[src/rtl/hz_pkg.sv]
package hz_pkg;

    // Where an execute operand comes from; encoded values are visible on ports.
    typedef enum logic [1:0] {
        SRC_RF  = 2'd0,   // value read from the register file in decode
        SRC_MEM = 2'd1,   // producer was in execute during decode
        SRC_WB  = 2'd2,   // producer was in memory during decode
        SRC_RET = 2'd3    // producer was in writeback during decode
    } opnd_src_e;

    // One source compared against the three older stages.
    typedef struct packed {
        logic in_ex;
        logic in_mem;
        logic in_wb;
    } hit_vec_t;

    // Youngest producer wins.
    function automatic opnd_src_e pick_src(input hit_vec_t h);
        if (h.in_ex)  return SRC_MEM;
        if (h.in_mem) return SRC_WB;
        if (h.in_wb)  return SRC_RET;
        return SRC_RF;
    endfunction

    function automatic logic any_hit(input hit_vec_t h);
        return h.in_ex | h.in_mem | h.in_wb;
    endfunction

endpackage

[src/rtl/hz_match.sv]
module hz_match
    import hz_pkg::*;
#(
    parameter int AW = 5
) (
    input  logic          src_valid,
    input  logic [AW-1:0] src,
    input  logic [AW-1:0] ex_rd,
    input  logic          ex_we,
    input  logic [AW-1:0] mem_rd,
    input  logic          mem_we,
    input  logic [AW-1:0] wb_rd,
    input  logic          wb_we,
    output hit_vec_t      hits
);

    localparam logic [AW-1:0] ZERO_REG = '0;

    logic live;

    // Register 0 is constant; reading it never depends on anything.
    assign live = src_valid && (src != ZERO_REG);

    always_comb begin
        hits.in_ex  = live && ex_we  && (ex_rd  == src);
        hits.in_mem = live && mem_we && (mem_rd == src);
        hits.in_wb  = live && wb_we  && (wb_rd  == src);
    end

endmodule

[src/rtl/hz_stall_ctl.sv]
module hz_stall_ctl
    import hz_pkg::*;
#(
    parameter int NS = 2
) (
    input  logic                fwd_mode,
    input  hit_vec_t [NS-1:0]   hits,
    output logic                stall
);

    // Without forwarding, any pending producer of any source blocks decode
    // until it has retired from writeback.
    always_comb begin
        stall = 1'b0;
        if (!fwd_mode) begin
            for (int i = 0; i < NS; i++) begin
                stall = stall | any_hit(hits[i]);
            end
        end
    end

endmodule

[src/rtl/hz_ret_latch.sv]
module hz_ret_latch #(
    parameter int DW = 32
) (
    input  logic          clk,
    input  logic          rst,
    input  logic [DW-1:0] wb_result,
    output logic [DW-1:0] ret_data
);

    // Copy of the value leaving writeback; covers the cycle in which the
    // register file write is not yet readable.
    always_ff @(posedge clk) begin
        if (rst) ret_data <= '0;
        else     ret_data <= wb_result;
    end

endmodule

[src/rtl/hz_fwd_path.sv]
module hz_fwd_path
    import hz_pkg::*;
#(
    parameter int DW = 32
) (
    input  logic          clk,
    input  logic          rst,
    input  logic          fwd_mode,
    input  logic          stall,
    input  hit_vec_t      hits,
    input  logic [DW-1:0] mem_result,
    input  logic [DW-1:0] wb_result,
    input  logic [DW-1:0] ret_data,
    input  logic [DW-1:0] rf_data,
    output opnd_src_e     sel,
    output logic [DW-1:0] opnd
);

    opnd_src_e sel_d;
    opnd_src_e sel_q;

    // Decided in decode, travels with the instruction into execute.
    always_comb begin
        if (!fwd_mode || stall) sel_d = SRC_RF;
        else                    sel_d = pick_src(hits);
    end

    always_ff @(posedge clk) begin
        if (rst) sel_q <= SRC_RF;
        else     sel_q <= sel_d;
    end

    always_comb begin
        unique case (sel_q)
            SRC_MEM: opnd = mem_result;
            SRC_WB:  opnd = wb_result;
            SRC_RET: opnd = ret_data;
            default: opnd = rf_data;
        endcase
    end

    assign sel = sel_q;

endmodule

[src/rtl/hazard_interlock.sv]
module hazard_interlock
    import hz_pkg::*;
#(
    parameter int AW = 5,
    parameter int DW = 32
) (
    input  logic          clk,
    input  logic          rst,
    input  logic          fwd_mode,
    input  logic          id_valid,
    input  logic [AW-1:0] id_rs1,
    input  logic [AW-1:0] id_rs2,
    input  logic [AW-1:0] ex_rd,
    input  logic          ex_we,
    input  logic [DW-1:0] ex_rf_a,
    input  logic [DW-1:0] ex_rf_b,
    input  logic [AW-1:0] mem_rd,
    input  logic          mem_we,
    input  logic [DW-1:0] mem_result,
    input  logic [AW-1:0] wb_rd,
    input  logic          wb_we,
    input  logic [DW-1:0] wb_result,
    output logic          pc_hold,
    output logic          ifid_hold,
    output logic          idex_bubble,
    output logic [1:0]    fwd_sel_a,
    output logic [1:0]    fwd_sel_b,
    output logic [DW-1:0] ex_opnd_a,
    output logic [DW-1:0] ex_opnd_b
);

    localparam int NS = 2;

    logic [NS-1:0][AW-1:0] src_vec;
    logic [NS-1:0][DW-1:0] rf_vec;
    logic [NS-1:0][DW-1:0] opnd_vec;
    hit_vec_t [NS-1:0]     hits;
    opnd_src_e             sel_vec [NS];
    logic [DW-1:0]         ret_data;
    logic                  stall;

    assign src_vec = {id_rs2, id_rs1};
    assign rf_vec  = {ex_rf_b, ex_rf_a};

    hz_ret_latch #(.DW(DW)) ret_i (
        .clk       (clk),
        .rst       (rst),
        .wb_result (wb_result),
        .ret_data  (ret_data)
    );

    for (genvar g = 0; g < NS; g++) begin : g_src
        hz_match #(.AW(AW)) match_i (
            .src_valid (id_valid),
            .src       (src_vec[g]),
            .ex_rd     (ex_rd),
            .ex_we     (ex_we),
            .mem_rd    (mem_rd),
            .mem_we    (mem_we),
            .wb_rd     (wb_rd),
            .wb_we     (wb_we),
            .hits      (hits[g])
        );

        hz_fwd_path #(.DW(DW)) path_i (
            .clk        (clk),
            .rst        (rst),
            .fwd_mode   (fwd_mode),
            .stall      (stall),
            .hits       (hits[g]),
            .mem_result (mem_result),
            .wb_result  (wb_result),
            .ret_data   (ret_data),
            .rf_data    (rf_vec[g]),
            .sel        (sel_vec[g]),
            .opnd       (opnd_vec[g])
        );
    end

    hz_stall_ctl #(.NS(NS)) stall_i (
        .fwd_mode (fwd_mode),
        .hits     (hits),
        .stall    (stall)
    );

    assign pc_hold     = stall;
    assign ifid_hold   = stall;
    assign idex_bubble = stall;
    assign fwd_sel_a   = sel_vec[0];
    assign fwd_sel_b   = sel_vec[1];
    assign ex_opnd_a   = opnd_vec[0];
    assign ex_opnd_b   = opnd_vec[1];

endmodule

[config.mk]
export PLATFORM = sky130hd
export DESIGN_NAME = hazard_interlock
export DESIGN_NICKNAME = d
export VERILOG_FILES = /design/src/rtl/hz_pkg.sv /design/src/rtl/hz_match.sv /design/src/rtl/hz_stall_ctl.sv /design/src/rtl/hz_ret_latch.sv /design/src/rtl/hz_fwd_path.sv /design/src/rtl/hazard_interlock.sv
export SDC_FILE = /design/constraint.sdc
export NUM_CORES = 1
export LEC_CHECK = 0
export BUFFER_PORTS_ARGS = -buffer_cell sky130_fd_sc_hd__buf_2
export CORE_MARGIN = 4
export CORE_UTILIZATION = 36
export CTS_CLUSTER_DIAMETER = 150
export DETAILED_ROUTE_END_ITERATION = 6
export GPL_TIMING_DRIVEN = 0
export PLACE_DENSITY = 0.77
export SLEW_MARGIN = 20
export SYNTH_ARGS = -nofsm -noshare
export SYNTH_HDL_FRONTEND = slang
export SYNTH_SLANG_ARGS = --single-unit
[constraint.sdc]
create_clock -name clk -period 1.5 [get_ports clk]
set_input_delay 0.225 -clock clk [delete_from_list [all_inputs] [get_ports clk]]
set_output_delay 0.225 -clock clk [all_outputs]
set_load 0.02 [all_outputs]
==> impl.org, run 1 <==
** Floorplanning
- From bottom edge to top edge, the die measures 98.0 um.
- The core region is 7810 sq um.
- In this run the core area contains 32 standard-cell rows.
- The floorplan step defined a die boundary enclosing approximately 9600 sq um.
- Starting Density :: between 30 and 40%
- In this run the horizontal extent of the chip is 98.0 um.
- For this design the top-level I/O count stands at 231.

** Min path
- Min-Delay Path Class :: input pin to register
- Instance count along the most critical hold path :: 2
- In this run the most critical hold path is launched from wb_result[25].
- For hold timing, the worst endpoint is ret_i.ret_data[25].

** Critical path
- Maximum net fanout on the critical path :: 4
- STA classifies the critical path startpoint as an input pin.
- STA puts the critical path data arrival time at 1.69 ns.
- The worst setup path is of the input pin to output port kind.
- CP bufs+invs :: 3
- STA classifies the critical path endpoint as an output port.
- Among all stages on the critical path, the largest delay is contributed by or4_4.
- Critical path startpoint :: id_rs1[3]
- Walking the worst path, the cells encountered are buf_8 > or4_4 > nor2_4 > or4_4 > o31a_1 > a31oi_4 > buf_6 > buf_6.
- STA puts the critical path data required time at about 1.3 ns.
- In this design, the largest share of critical-path delay is due to simple AND/OR/NAND/NOR gates.
- The largest single stage delay on the critical path is 0.53 ns.

** Clocking
- Clock edge transition at the registers on the reported setup and hold paths :: 0.08 ns
- The tree is rooted in a clkbuf_8.
- Count of hold-fix buffers inserted at cts :: 0
- Total clock buffers created by CTS :: 5
- CTS tree :: yes
- Counting along the longest clock path gives a buffer depth of 2.
- Sinks on Clock Net :: 36
- Maximum level of the CTS H-tree :: 2

** Timing
- The worst pin sits at a relative slew slack of 65.7%.
- Max-slew violation count :: 0
- In the finished design, the share of the clock period the worst path needs comes to 128%.
- At the pin with the least slew margin, the transition time is a little over 0.5 ns.
- Tightest hold margin :: 0.173 ns
- Setup violations remaining at the end of the flow were counted as 67.
- For the finished layout, the period the worst path requires is 1.92 ns.
- Worst setup slack after layout :: -0.420 ns
- Peak Freq :: 0.521 GHz
- Unrepaired setup endpoints after global routing :: yes
- The hold violation total from the final report came to 0.

** Finish
- Final core utilization :: 68.3%
- FF/Latch Area :: 726 sq um
- After filler insertion, the fill cell instance count of the layout stands at between 500 and 600.
- Layout Nets :: 626
- Relative to the synthesized area, the layout overhead comes to 83.2%.
- Cells with a size suffix above 1 make up 76.0% of the layout.
- Area of combinational cells with multiple inputs :: 2210 sq um
- Antenna fix cells :: 0

** Place
- HPWL after detailed placement :: 8580 um
- Routability-driven placement finished with a final weighted congestion of 0.869.
- Prior to clock tree synthesis, the placed netlist has a worst setup slack of -0.530 ns.
- Port Buf Inserts :: 230

** Yosys
- Async set-or-reset flop fraction in the synthesized netlist :: 0%
- Of the post-synthesis cell area, the dominant cell type holds 49.5%.
- Warning count from the yosys run :: 0
- Synthesized net count :: ~380
- Mean Syn Cell Area :: 13.5 sq um
- Cell types occupying the most area after synthesis :: mux4_2 49%, dfxtp_1 25%, xnor2_1 8.4%, nor2b_1 6.9%, clkbuf_1 1.7%
- For this run, the register share of the synthesized area comes to approximately 25%.
- Prevailing post-synth register cell :: dfxtp_1
- Yosys top cell by area :: mux4_2
- The mapped netlist covers 2910 sq um.
- Count of mapped cells out of synthesis :: 215
- The synthesized design contains 36 register bits.
- List of most frequent post-synthesis cells :: 64 x mux4_2, 36 x dfxtp_1, 32 x nor2b_1, 28 x xnor2_1, 13 x clkbuf_1
- In this run, distinct cell masters in the synthesized netlist total 21.
- mux4_2 is the most common cell in the netlist.
- The synthesized design contains 0 enable-type register cells.

** Detailed routing
- The first detailed-routing pass took 4 iterations.
- Via count :: 3,008
- Antenna viol nets, final :: 0
- Total length of routed wires :: 11,500 um
- Wire length per cell after detailed routing :: 20.1 um
- Via-to-Cell Ratio :: 5.29
- Residual DRC count :: 0
- The first routing iteration left 49 violations.

** Pwr
- Total power for the finished layout comes to 3.02 mW.
- Static Leakage :: 2.22 nW
- Worst ir drop on vdd :: 497 uV
- Power spread over the standard cell area amounts to 565 nW/um^2.

** Global route
- Via count of the first global-routing pass :: 3,406
- The first global-routing pass estimated 17,000 um of wire.
- Gr ovfl total :: 0
- Combined global-route utilization of all metal layers :: 22.2%
- Largest net degree at the start of global routing :: 12
- Initial antenna violation count :: 0

** Job
- Max-cap violations :: 0

** Status
- The final reports fail on negative setup slack.
- The flow ran to the end, but the final reports show violations.
==> layer usage <==
| metal | up-vias | part of all wire (%) | global-route usage, % |
|---|---|---|---|
| met5 | - | 0 | 0 |
| met4 | 0 | 2.0 | 6.92 |
| met3 | 18 | 6.9 | 4.64 |
| met2 | 153 | 57 | 43.1 |
| met1 | 1471 | 34 | 23.8 |
| li1 | 1366 | - | - |
==> worst max-delay path by stage <==
stage / cells after the start / slack [ns] / endpoint
final: 8 / -0.42 / ifid_hold
after global routing: 8 / -0.49 / pc_hold
after CTS: 8 / -0.42 / ifid_hold
after detailed placement: 8 / -0.53 / ifid_hold
after global placement: 8 / -0.52 / pc_hold
after floorplan: 6 / -0.24 / ifid_hold
==> repair_timing <==
item | CTS | global route
gates cloned | 2 | 4
setup endpoints to repair | 67 | 67
pin swaps | 12 | 9
gates resized for setup | 82 | 105
buffers inserted | 6 | 4
==> flip-flops by register name, summed over array words and instances (netlist names) <==
name / count
ret_i.ret_data: 32
g_src.path_i.sel: 4
==> final cells by class <==
type,instances,share of cell area [%]
multi-input cells,158,41.4
repair buffers,246,35.5
flip-flops and latches,36,13.6
plain buffers,19,4.78
well taps,102,2.39
clock buffers,7,1.81
clock inverters,1,0.563
==> kinds of logic (layout without fill, tap and decap cells) <==
family,after synthesis,count (layout),share of synthesized area (%)
compound gates,4,4,0.859
buf+inv,21,273,3.22
mux,64,64,49.5
xor+xnor,30,30,9.02
simple gates,60,60,12.7
flops,36,36,24.7
==> report_power, final <==
group          switching (mW)  internal, mW  total, mW
clock                   0.359         0.587      0.946
combinational           0.447         0.598       1.04
sequential             0.0219          1.00       1.02
==> per-stage QoR <==
stage / instance area [sq um] / setup TNS [ns] / instances
3_3_place_gp: 4350 / -10.70 / 547
3_5_place_dp: 4350 / -11.47 / 547
2_1_floorplan: 3070 / -0.695 / 215
6_report: 5340 / -22.58 / 569
4_1_cts: 4870 / -23.18 / 561
5_1_grt: 5340 / -25.98 / 569
==> layout by cell type, fill, tap and decap left out, types with 2 or more instances in the layout <==
cell,n
buf_2,153
buf_6,83
mux4_2,64
nor2b_1,32
dfxtp_1,32
xnor2_1,21
clkbuf_8,8
clkbuf_16,6
buf_12,6
nand4_1,6
xnor2_2,6
clkbuf_4,5
or4_4,4
nand3_1,4
nor3_1,4
dfxtp_2,4
buf_4,4
nor2_1,3
clkbuf_1,3
nor2_4,2
xor2_1,2
nor3_2,2
a21oi_1,2
buf_16,2
buf_8,2
Note: power is estimated with default switching activity, not from simulation.
==> inputs of run 2 (changes only) <==
SKIP_LAST_GASP = 1   (was unset)
==> run 2 against run 1 <==
Net effect:
- the flow still finishes with violations (negative setup slack)
- cell count unchanged
- routed wire length fell by 0.23%
- final area is the same
- count of clock-buffer cells in the layout unchanged
- combinational power about the same
- power increased by 0.29%
- hold slack worse by 0.0031 ns
- flip-flop and latch count is the same
- utilization unchanged
- clock power up 1%
==> impl.org, run 2 (same netlist as run 1, synthesis figures left out) <==
** Timing
- Final period util :: 128% (about the same)
- Unrepaired setup endpoints after global routing :: yes (unchanged)
- The worst hold slack came to 0.170 ns (was 0.173 ns).
- Worst setup slack after layout :: -0.420 ns (about the same)
- The pin slew with the least headroom to its limit came to 0.518 ns (was 0.514 ns).
- The summed negative setup slack over all endpoints was -22.47 ns (was -22.58 ns).
- Peak Freq :: 0.521 GHz (about the same)
- The count of final max-slew check failures was 0 (unchanged).
- The clock period minus worst slack was 1.92 ns (about the same).
- Final hold violations :: 0 (unchanged)
- The worst slew margin relative to its limit came to 65.5% (was 65.7%).
- The number of setup violations in the final report is 67 (unchanged).

** Place
- Placer congestion estimate :: 0.869 (unchanged)
- HPWL after detailed placement :: 8580 um (unchanged)
- The instance area at placement is 4350 sq um (unchanged).
- The worst slack at placement is -0.530 ns (unchanged).
- Placed Instances :: 547 (unchanged)
- Port Buf Inserts :: 230 (unchanged)

** Global route
- The number of antenna violations at the first check in global routing was 0 (unchanged).
- Largest net degree at the start of global routing :: 12 (unchanged)
- Wire length of the first global-routing pass :: 17,100 um (was 17,000 um)
- Via count of the first global-routing pass :: 3,406 (unchanged)
- The total global routing overflow was 0 (unchanged).
- Combined global-route utilization of all metal layers :: 22.3% (was 22.2%)

** Pwr
- Worst ir drop on vdd :: 497 uV (about the same)
- The combinational share of power came to 34.5% (was 34.6%).
- The power share of the clock group was 31.6% (was 31.4%).
- Power density over the cells :: 567 nW/um^2 (was 565 nW/um^2)
- Switching power of the nets :: 0.837 mW (was 0.828 mW)
- Switching Share :: 27.7% (was 27.5%)
- Cell internal power dissipation :: 2.19 mW (about the same)
- Sequential group share of total power :: 33.9% (was 34.0%)
- Static Leakage :: 2.22 nW (unchanged)
- Total power consumption of the routed design :: 3.02 mW (about the same)

** Critical path
- The path type of the worst setup path is input pin to output port (unchanged).
- The buffers plus inverters on the worst setup path is 3 (unchanged).
- The worst setup path startpoint is id_rs1[3] (unchanged).
- The sort of element at the start of the critical path is an input pin (unchanged).
- The worst-path cell with the longest stage delay is or4_4 (unchanged).
- The maximum cell stage delay along the critical path was 0.53 ns (about the same).
- Critical path's top delay family :: simple AND/OR/NAND/NOR gates (unchanged)
- CP Data Required Time :: 1.27 ns (about the same)
- Cell-by-cell trace of the critical path: buf_8 > or4_4 > nor2_4 > or4_4 > o31a_1 > a31oi_4 > buf_6 > buf_6 (unchanged).
- Data arrival, critical path :: 1.69 ns (about the same)
- Sort of element at the end of the critical path :: output port (unchanged)
- Maximum net fanout on the critical path :: 4 (unchanged)

** Detailed routing
- The via density per instance was 5.28 (was 5.29).
- Antenna viol nets, final :: 0 (unchanged)
- Detailed-routing iteration count for the pre-antenna-repair pass :: 4 (unchanged)
- The detailed-routing wirelength on met1 came to 3910 um (was 3860 um).
- Residual DRC count :: 0 (unchanged)
- The routed wire length came to 11,400 um (was 11,500 um).
- Via count :: 3,007 (was 3,008)
- Wire length per cell after detailed routing :: 20.1 um (about the same)
- The starting DRC count in detailed routing is 51 (was 49).
- The met2 wire length was 6520 um (was 6580 um).
- The top layer reached by signal wires was met4 (unchanged).
- Wire length on met3 :: 777 um (was 790 um)

** Finish
- The register with the highest flop count is ret_i.ret_data (unchanged).
- Flip-flop count of the largest register, all copies and words added :: 32 (unchanged)
- Top library cells by usage in the layout, fill and taps aside :: 153 x buf_2, 83 x buf_6, 64 x mux4_2 (unchanged)
- Layout Nets :: 626 (unchanged)
- Ratio of cells with drive above 1 in the final layout :: 76.0% (unchanged)
- The most frequent standard cell in the layout excluding fill and tap cells was buf_2 (unchanged).
- The share of the core filled with cells is 68.3% (unchanged).
- Antenna fix cells :: 0 (unchanged)
- Number of standard cells in the layout, taps in and fillers out :: 569 (unchanged)
- Final std cell area, no fill :: 5340 sq um (unchanged)
- Area growth, synth to finish :: 83.2% (unchanged)

** Clocking
- CTS tree :: yes (unchanged)
- The number of H-tree levels is 2 (unchanged).
- The clock transition at the registers of the reported paths is 0.08 ns (about the same).
- Total clock buffers created by CTS :: 5 (unchanged)
- The maximum clock insertion buffer count was 2 (unchanged).
- The count of hold-fix buffers inserted at cts came to 0 (unchanged).
- Sinks on Clock Net :: 36 (unchanged)
- Clk Tree Root Cell :: clkbuf_8 (unchanged)

** Status
- Status: finished with violations (unchanged).
- Failing checks :: negative setup slack (unchanged)

** Floorplanning
- Die area :: 9590 sq um (unchanged)
- Starting Density :: 37.3% (unchanged)
- Number of top-level design ports :: 231 (unchanged)
- Placeable core region :: 7810 sq um (unchanged)
- Number of placement rows :: 32 (unchanged)
- Vertical die dimension :: 98.0 um (unchanged)
- The floorplan die width was 98.0 um (unchanged).

** Min path
- Min-Delay Path Class :: input pin to register (unchanged)
- The origin of the worst min-delay path is wb_result[2] (was wb_result[25]).

** Job
- Max-cap violations :: 0 (unchanged)
run 2: cell counts in the layout (fill, tap and decap cells not counted):
No cell type changed its count.
run 2: metal layers:
layer / up-vias / track usage (%)
met5: - / 0
met4: 0 / 6.92
met3: 18 / 4.71
met2: 151 / 43.1
met1: 1471 / 23.8
li1: 1367 / -
run 2: power groups by stage:
| stage | combinational [mW] | sequential [mW] | clock (mW) |
|---|---|---|---|
| floorplan | 0.438 | 1.04 | 0 |
| global placement | 0.813 | 1.04 | 0 |
| detailed placement | 0.836 | 1.05 | 0 |
| CTS | 0.911 | 1.02 | 0.982 |
| global route | 1.11 | 1.03 | 1.01 |
| finish | 1.04 | 1.02 | 0.956 |
run 2: final cells by class:
type	instances	area [sq um]
Tap cell	102	128
Timing Repair Buffer	246	1890
Clock inverter	1	30.0
Fill cell	561	2470
Buffer	19	255
Multi-Input combinational cell	158	2210
Sequential cell	36	726
Clock buffer	7	96.3
run 2: final timing paths:
| check | end | slack, ns | cells after the start |
|---|---|---|---|
| max | ifid_hold | -0.42 | 8 |
| min | ret_i.ret_data[2] | 0.17 | 2 |
run 2: repair_timing:
item,CTS,global route
cloned,2,4
buffers inserted,6,4
pin swaps,12,9
resized for setup,79,108
setup endpoints to repair,67,67
==> inputs of run 3 (changes only) <==
PLACE_DENSITY = unset   (was 0.77)
PLACE_DENSITY_LB_ADDON = 0.3   (was unset)
==> run 3 against run 2 <==
Net effect:
- the flow still finishes with violations (negative setup slack)
- count of clock-buffer cells in the layout shrank 1
- flip-flop and latch count did not move
- via count hardly changed
- sequential share of layout area increased by 0.25 points
- sequential power hardly changed
- combinational power is essentially flat
- final area is 1.5% lower
- power is 4.4% lower
- fmax decreased by 1.2%
- routed wire length down 4.3%
- utilization is 1.0 points lower
- critical path type unchanged
- largest power group is now sequential cells
==> impl.org, run 3 (same netlist as run 1, synthesis figures left out) <==
** Finish
- Most flops, register :: ret_i.ret_data (unchanged)
- Area growth, synth to finish :: 80.5% (was 83.2%)
- Top library cells by usage in the layout, fill and taps aside :: 162 x buf_2, 67 x buf_6, 64 x mux4_2 (was 153 x buf_2, 83 x buf_6, 64 x mux4_2)
- Layout Nets :: 628 (was 626)
- Ratio of cells with drive above 1 in the final layout :: 75.9% (was 76.0%)
- Flip-flop count of the largest register, all copies and words added :: 32 (unchanged)
- The most frequent standard cell in the layout excluding fill and tap cells is buf_2 (unchanged).
- The final instance area is 5260 sq um (was 5340 sq um).
- Fill cell count :: 587 (was 561)
- Final core utilization :: 67.3% (was 68.3%)

** Place
- The final weighted congestion of routability-driven global placement is 0.868 (was 0.869).
- The instance area at placement is 4350 sq um (unchanged).
- The worst slack at placement came to -0.538 ns (was -0.530 ns).
- The total half-perimeter wirelength after legalization and detailed placement came to 8500 um (was 8580 um).
- The number of I/O port buffers was 230 (unchanged).

** Global route
- The wire length of the first global-routing pass is 16,800 um (was 17,100 um).
- The total global routing overflow is 0 (unchanged).
- Largest net degree at the start of global routing :: 12 (unchanged)
- GR Util met1 :: 23.1% (was 23.8%)
- Combined global-route utilization of all metal layers :: 21.9% (was 22.3%)
- Initial antenna violation count :: 1 (was 0)
- The via count of the first global-routing pass is 3,333 (was 3,406).
- The global-route track usage on met2 is 42.5% (was 43.1%).
- The met3 usage is 5.71% (was 4.71%).
- Busiest metal layer after global routing :: met2 (unchanged)

** Pwr
- Sequential group share of total power :: 35.4% (was 33.9%)
- The cell internal power dissipation is 2.08 mW (was 2.19 mW).
- Switching Share :: 28.1% (was 27.7%)
- Total power consumption of the routed design :: 2.89 mW (was 3.02 mW)
- The combinational share of power came to 35.2% (was 34.5%).
- Static Leakage :: 2.20 nW (was 2.22 nW)
- Clock group share of total power :: 29.4% (was 31.6%)
- Worst ir drop on vdd :: 353 uV (was 497 uV)
- The net switching power came to 0.812 mW (was 0.837 mW).
- The total power divided by cell area came to 550 nW/um^2 (was 567 nW/um^2).

** Detailed routing
- Wire length per cell after detailed routing :: 19.1 um (was 20.1 um)
- Initial DRC count :: 44 (was 51)
- Via-to-Cell Ratio :: 5.26 (was 5.28)
- Residual DRC count :: 0 (unchanged)
- Antenna viol nets, final :: 0 (unchanged)
- The first-pass detailed-route iteration total is 4 (unchanged).
- Via count :: 3,006 (was 3,007)
- Total length of routed wires :: 10,900 um (was 11,400 um)

** Critical path
- The maximum cell stage delay along the critical path is 0.54 ns (was 0.53 ns).
- Critical path class :: input pin to output port (unchanged)
- Cell-by-cell trace of the critical path: buf_8 > or4_4 > nor2_4 > or4_4 > o31a_1 > a31oi_4 > buf_6 > buf_6 (unchanged).
- The worst-path cell with the longest stage delay is or4_4 (unchanged).
- The largest fanout of any net on the critical path came to 3 (was 4).
- Sort of element at the start of the critical path :: input pin (unchanged)
- The arrival time at the worst endpoint is 1.72 ns (was 1.69 ns).
- The capturing element type of the critical path is an output port (unchanged).
- CP Data Required Time :: 1.27 ns (about the same)

** Clocking
- CTS tree :: yes (unchanged)
- Buffer depth of the longest clock path :: 2 (unchanged)
- The master cell of the clock root buffer was clkbuf_8 (unchanged).
- The clock transition at the registers of the reported paths is 0.08 ns (about the same).
- Maximum level of the CTS H-tree :: 2 (unchanged)
- The clock sink total is 36 (unchanged).
- Total clock buffers created by CTS :: 5 (unchanged)
- The count of hold-fix buffers inserted at cts came to 0 (unchanged).

** Timing
- The worst slew margin relative to its limit came to 64.6% (was 65.5%).
- The setup slack after layout was -0.443 ns (was -0.420 ns).
- Final hold violations :: 0 (unchanged)
- Final number of setup-violating endpoints :: 67 (unchanged)
- Final period util :: 130% (was 128%)
- Peak Freq :: 0.515 GHz (was 0.521 GHz)
- Tightest hold margin :: 0.171 ns (was 0.170 ns)
- The pin slew with the least headroom to its limit was 0.531 ns (was 0.518 ns).
- Max-slew violation count :: 0 (unchanged)
- Post-layout minimum cycle time :: 1.94 ns (was 1.92 ns)
- Unrepaired setup endpoints after global routing :: yes (unchanged)

** Status
- Failing checks :: negative setup slack (unchanged)
- Status :: finished with violations (unchanged)

** Min path
- The worst min-delay path class is input pin to register (unchanged).

** Floorplanning
- Starting Density :: 37.3% (unchanged)
- Die area :: 9590 sq um (unchanged)
- Vertical die dimension :: 98.0 um (unchanged)
- Number of top-level design ports :: 231 (unchanged)
- Number of placement rows :: 32 (unchanged)
- The floorplan die width was 98.0 um (unchanged).
- The core area came to 7810 sq um (unchanged).

** Job
- Max-cap violations :: 0 (unchanged)
==> run 3: cell count changes in the layout (fill, tap and decap cells not counted), sizes merged <==
cell and change:
clkinv +1, clkbuf -3, buf +4, diode +1
==> run 3: final cells by class <==
| type | count | area, sq um | area share (%) |
|---|---|---|---|
| Multi-Input combinational cell | 158 | 2200 | 41.8 |
| Timing Repair Buffer | 249 | 1860 | 35.4 |
| Sequential cell | 36 | 728 | 13.9 |
| Buffer | 18 | 230 | 4.38 |
| Tap cell | 102 | 128 | 2.43 |
| Clock buffer | 6 | 72.6 | 1.38 |
| Clock inverter | 2 | 35.0 | 0.667 |
| Antenna cell | 1 | 2.50 | 0.0476 |
==> run 3: per-layer routing <==
metal  share of wire [%]  routed length, um  vias to the layer above
met3                 8.7                948                       18
met5                   0                  0                        -
met4                 2.1                227                        0
met1                  34               3710                     1451
met2                  55               6060                      164
li1                    -                  -                     1373
==> run 3: power by group through the flow <==
stage          clock (mW)  combinational, mW  sequential, mW
2_1_floorplan           0              0.438            1.04
5_1_grt             0.919               1.08            1.03
4_1_cts             0.880              0.932            1.02
3_3_place_gp            0              0.815            1.04
3_5_place_dp            0              0.836            1.04
6_report            0.850               1.02            1.02
==> run 3: worst paths after layout <==
kind          start                 end  depth (start not counted)
max       id_rs1[2]           ifid_hold                          8
min   wb_result[26]  ret_i.ret_data[26]                          2
==> run 3: timing repair <==
action	4_1_cts	5_1_grt
gates resized for setup	92	75
gates cloned	3	2
buffers inserted	10	5
pin swaps	12	6
endpoints found under the setup margin	67	67
hold endpoints to repair	0	0
==> run 3: per-stage QoR <==
step | TNS (ns) | instances
finish | -21.78 | 572
floorplan | -0.695 | 215
detailed placement | -9.04 | 547
CTS | -24.66 | 566
global route | -26.10 | 572
global placement | -8.61 | 547
==> run 3: critical path, delay by kind of cell <==
family	cells	cell delay (ns)
compound gates	2	0.32
buf+inv	3	0.35
simple gates	3	0.83
